**src/rtl/burst_addr_pkg.sv**
```systemverilog
package burst_addr_pkg;
  localparam int BEAT_W = 2;
  typedef logic [BEAT_W-1:0] beat_t;

  typedef enum logic {
    ORDER_LINEAR = 1'b0,
    ORDER_XOR    = 1'b1
  } order_e;

  typedef enum logic [1:0] {
    OP_HOLD = 2'd0,
    OP_STEP = 2'd1,
    OP_LOAD = 2'd2
  } op_e;
endpackage

```
**src/rtl/burst_op_decode.sv**
```systemverilog
module burst_op_decode
  import burst_addr_pkg::*;
(
  input  logic ps_n_i,
  input  logic cs_n_i,
  input  logic adv_n_i,
  input  logic ce_n_i,
  output op_e  op_o
);
  logic ps_qual;

  // processor strobe is masked by an inactive chip enable
  assign ps_qual = !ps_n_i && !ce_n_i;

  always_comb begin
    if (ps_qual || !cs_n_i) op_o = OP_LOAD;
    else if (!adv_n_i)      op_o = OP_STEP;
    else                    op_o = OP_HOLD;
  end
endmodule

```
**src/rtl/burst_beat_cnt.sv**
```systemverilog
module burst_beat_cnt
  import burst_addr_pkg::*;
(
  input  logic  clk_i,
  input  logic  rst_ni,
  input  op_e   op_i,
  output beat_t beat_o
);
  beat_t beat_q;

  always_ff @(posedge clk_i or negedge rst_ni) begin
    if (!rst_ni) beat_q <= '0;
    else begin
      case (op_i)
        OP_LOAD: beat_q <= '0;
        OP_STEP: beat_q <= beat_q + beat_t'(1);
        default: beat_q <= beat_q;
      endcase
    end
  end

  assign beat_o = beat_q;

  a_r2_load_restarts: assert property (@(posedge clk_i) disable iff (!rst_ni)
    (op_i == OP_LOAD) |=> (beat_o == '0));

  a_r10_step_wraps: assert property (@(posedge clk_i) disable iff (!rst_ni)
    (op_i == OP_STEP) |=> (beat_o == beat_t'($past(beat_o) + beat_t'(1))));

  a_r8_hold_beat: assert property (@(posedge clk_i) disable iff (!rst_ni)
    (op_i == OP_HOLD) |=> $stable(beat_o));
endmodule

```
**src/rtl/burst_order_map.sv**
```systemverilog
module burst_order_map
  import burst_addr_pkg::*;
(
  input  beat_t  start_i,
  input  beat_t  beat_i,
  input  order_e order_i,
  output beat_t  low_o
);
  beat_t lin_low;
  beat_t xor_low;

  assign lin_low = start_i + beat_i;   // wraps within group of four

  for (genvar b = 0; b < BEAT_W; b++) begin : g_xor
    assign xor_low[b] = start_i[b] ^ beat_i[b];
  end

  assign low_o = (order_i == ORDER_XOR) ? xor_low : lin_low;
endmodule

```
**src/rtl/burst_addr_seq.sv**
```systemverilog
module burst_addr_seq
  import burst_addr_pkg::*;
#(
  parameter int ADDR_W = 17
) (
  input  logic              clk_i,
  input  logic              rst_ni,
  input  logic [ADDR_W-1:0] addr_i,
  input  logic              ps_n_i,
  input  logic              cs_n_i,
  input  logic              adv_n_i,
  input  logic              ce_n_i,
  input  logic              mode_i,
  output logic [ADDR_W-1:0] addr_o
);
  localparam int UP_W = ADDR_W - BEAT_W;

  op_e               op;
  beat_t             beat;
  beat_t             low;
  logic [ADDR_W-1:0] base_q;
  order_e            order;

  assign order = order_e'(mode_i);

  burst_op_decode i_decode (
    .ps_n_i (ps_n_i),
    .cs_n_i (cs_n_i),
    .adv_n_i(adv_n_i),
    .ce_n_i (ce_n_i),
    .op_o   (op)
  );

  burst_beat_cnt i_beat (
    .clk_i (clk_i),
    .rst_ni(rst_ni),
    .op_i  (op),
    .beat_o(beat)
  );

  always_ff @(posedge clk_i or negedge rst_ni) begin
    if (!rst_ni)             base_q <= '0;
    else if (op == OP_LOAD)  base_q <= addr_i;
  end

  burst_order_map i_map (
    .start_i(base_q[BEAT_W-1:0]),
    .beat_i (beat),
    .order_i(order),
    .low_o  (low)
  );

  assign addr_o = {base_q[ADDR_W-1:BEAT_W], low};

  a_r7_upper_kept: assert property (@(posedge clk_i) disable iff (!rst_ni)
    (ps_n_i || ce_n_i) && cs_n_i |=> $stable(addr_o[ADDR_W-1:BEAT_W]));

  a_r4_ps_masked: assert property (@(posedge clk_i) disable iff (!rst_ni)
    (ce_n_i && cs_n_i && adv_n_i) |=> ($stable(base_q) && $stable(beat)));

  a_r3_ps_loads: assert property (@(posedge clk_i) disable iff (!rst_ni)
    (!ce_n_i && !ps_n_i) |=> (base_q == $past(addr_i)));

  a_r9_load_over_adv: assert property (@(posedge clk_i) disable iff (!rst_ni)
    (!cs_n_i && !adv_n_i) |=> (addr_o[ADDR_W-1:BEAT_W] == $past(addr_i[ADDR_W-1:BEAT_W])
                                && beat == '0));

  if (UP_W < 1) begin : g_bad_width
    initial $error("ADDR_W must exceed beat width");
  end
endmodule

```
**config.mk**
```make
export PLATFORM = sky130hd
export DESIGN_NAME = burst_addr_seq
export DESIGN_NICKNAME = d
export VERILOG_FILES = /design/src/rtl/burst_addr_pkg.sv /design/src/rtl/burst_op_decode.sv /design/src/rtl/burst_beat_cnt.sv /design/src/rtl/burst_order_map.sv /design/src/rtl/burst_addr_seq.sv
export SDC_FILE = /design/constraint.sdc
export NUM_CORES = 1
export LEC_CHECK = 0
export ABC_CLOCK_PERIOD_IN_PS = 1080
export BUFFER_PORTS_ARGS = -buffer_cell sky130_fd_sc_hd__buf_2
export CORE_UTILIZATION = 41
export DETAILED_ROUTE_END_ITERATION = 7
export HOLD_SLACK_MARGIN = 0.15
export PLACE_DENSITY = 0.82
export SLEW_MARGIN = 20
export SYNTH_ARGS = -nofsm -noshare
export SYNTH_HDL_FRONTEND = slang
export SYNTH_HIERARCHICAL = 1
export SYNTH_SLANG_ARGS = --single-unit
export TNS_END_PERCENT = 30
```
**constraint.sdc**
```tcl
create_clock -name clk_i -period 1.08 [get_ports clk_i]
set_clock_uncertainty 0.1 [all_clocks]
set_input_delay 0.216 -clock clk_i [delete_from_list [all_inputs] [get_ports clk_i]]
set_output_delay 0.216 -clock clk_i [all_outputs]
set_load 0.1 [all_outputs]
```
==> metrics.yaml <==
cpLargestDelayFamily: "flip-flops"
crit_chain: "ha_4 > nor2b_4 > xnor2_4 > buf_12"
num_rows: 17
synth-warning-count: 6
clock_latency_ns: 0.29
critPathLaunchType: "flop"
finalPower_w: 0.002659
die_w_um: 50.51
fmax_mhz: 598.0
rsz0062_at_grt: "true"
fin_crit_sh: 1.548
drt_iter0_markers: 7
p_int_w: 0.001520
tritoncts: "yes"
ys_ff_latch: 19
dp.cells: 124
io_pins: 41
drt_pass1_iterations: 2
violations: "negative setup slack"
syn2layout_area_growth_pct: 69.26
path_clk_slew_ns: 0.11
synth_cell_types: 16
status: "finished with violations"
period_minus_slack_ns: 1.672
reg2reg_depth: 2
setup_viol: 22
start_util: 0.4361
whs_ns: 0.2679
grt_overflow_total: 0
drc_errors: 0
first_global_vias: 768
final_cell_area_um2: 1633
p_per_area_nw_per_um2: 1628
arrival_ns: 1.36
switching_share: 0.4281
r2r_setup_slack_ns: 0.05
viasPerCell: 4.638
maxSlewViolCount: 0
totalWireLength_um: 2164
globalplace.congestion: 0.6600
combPwrFrac: 0.529
cts_max_path_buffers: 2
p_seq_frac: 0.336
cts_buffers: 3
vias: 691
h-tree-depth: 1
grt_usage: 0.1924
wire_per_inst_um: 14.52
maxCapViolations: 0
synth_cells: 69
worstPathRequired_ns: 0.76
drive_gt1_frac: 0.6116
critPathCaptureType: "primary output"
hold_viol: 0
yosys.area.top_type: "dfrtp_1"
regArea_um2: 475.5
ir_drop_v: 0.001232
drtAntennaViolNets: 0
hp-class: "in2async"
antenna_found_initial: 0
grt_pass1_wl_um: 3443
setup_ws_ns: -0.5922
max_stage_delay_ns: 0.43
n_antenna_cell: 0
ys_top_cells_by_area: "dfrtp_1, mux2_4, buf_4"
syn_avg_cell_area_um2: 13.98
worst-path-buf-inv: 1
synth-seq-area-share: 0.4929
clock-sinks: 19
grt_max_degree: 20
hpwl_um: 1339
synth_top_area_frac: 0.4929
p_clk_frac: 0.135
dieArea_um2: 2551
multi_input_area_um2: 390.4
slowest_stage: "dfrtp_1"
timing.rr.start: "base_q[9]"
path_class: "reg2out"
dieHeight_um: 50.51
core_um2: 2212
synth_nets: 95
syn_area_um2: 964.7
root_buffer: "clkbuf_4"
r2r-end: "base_q[9]"
tightest_slew_ns: 0.4193
instances_no_fill: 149
fin_nets: 148
p_sw_w: 0.001138
postPlaceCellArea_um2: 1380
path_max_fanout: 2
num-fill-cells: 149
slew_headroom: 0.7205
port_buffers: 40
leakagePower_nw: 0.7742
[cell usage after synthesis]
master and count:
o21ai_2 1, mux2_2 7, dfrtp_1 19, nand2b_1 2
nor2_1 1, buf_4 15, nand2b_4 1, buf_12 1
ha_1 2, buf_6 1, xnor2_1 2, nor2b_1 2
nand2_1 1, o21ai_1 3, mux2_4 10, inv_1 1
[routing by layer]
layer / up-vias / global-route usage / wire length, um
met3: 2 / 0.03030 / 54
met2: 15 / 0.4000 / 1389
met4: 0 / 0.08333 / 10
met1: 354 / 0.1764 / 710
li1: 320 / - / -
met5: - / 0 / 0
[stage by stage]
| stage | setup WS (ns) | setup TNS, ns | util |
|---|---|---|---|
| floorplan | -0.5281 | -4.504 | - |
| global placement | -0.2944 | -5.764 | 0.6239 |
| detailed placement | -0.3396 | -6.610 | 0.6239 |
| CTS | -0.6122 | -3.398 | 0.7279 |
| global route | -0.6648 | -4.198 | 0.7381 |
| finish | -0.5922 | -3.143 | 0.7381 |
[power by group through the flow]
stage	Sequential, W	Combinational (W)	Clock [W]
final	0.000894	0.00141	0.000359
after global routing	0.000903	0.00144	0.000409
after CTS	0.000889	0.00140	0.000371
after detailed placement	0.000905	0.00132	0
after global placement	0.000900	0.00130	0
after floorplan	0.000846	0.000993	0
[flip-flops by register name (all words and copies together) (netlist names)]
| register | flops |
|---|---|
| base_q | 17 |
| i_beat/beat_o | 2 |
[worst max path at each step]
stage | cells past startpoint | to | from
2_1_floorplan | 3 | addr_o[1] | i_beat/beat_o[0]
3_3_place_gp | 5 | base_q[14] | ps_n_i
3_5_place_dp | 5 | base_q[16] | ps_n_i
4_1_cts | 4 | addr_o[1] | base_q[0]
5_1_grt | 4 | addr_o[1] | base_q[0]
6_report | 4 | addr_o[1] | base_q[0]
[cell type report]
type | instances | share of cell area
Clock buffer | 3 | 0.01379
Timing Repair Buffer | 65 | 0.4291
Inverter | 1 | 0.002299
Clock inverter | 1 | 0.003065
Multi-Input combinational cell | 32 | 0.2391
Sequential cell | 19 | 0.2912
Tap cell | 28 | 0.02146
[cell families after synthesis]
family                   Yosys count  synth area share
buffers and inverters             18            0.1530
AND/OR/NAND/NOR                    7           0.04797
AO/OA/AOI/OAI                      4           0.02464
multiplexers                      17            0.2374
XOR/XNOR                           2           0.01816
flip-flops                        19            0.4929
adder cells (fa/ha/maj)            2           0.02594
[cells in the final DEF, fill, tap and decap left out, drive strengths merged]
master	synthesis	final
nor2b	2	2
clkinv	0	1
xnor2	2	2
clkbuf	0	3
nand2b	3	3
nor2	1	1
buf	17	47
nand2	1	1
mux2	17	17
ha	2	2
dfrtp	19	19
dlygate4sd3	0	18
inv	1	1
o21ai	4	4
[timing repair]
action                     CTS  global route
setup endpoints to repair   26            36
hold buffers                18             0
pin swaps                    2             1
hold endpoints to repair    36             0
setup buffers                3             0
cloned                       0             0
resized for setup            0             3
Power figures use the tool's default switching activity.
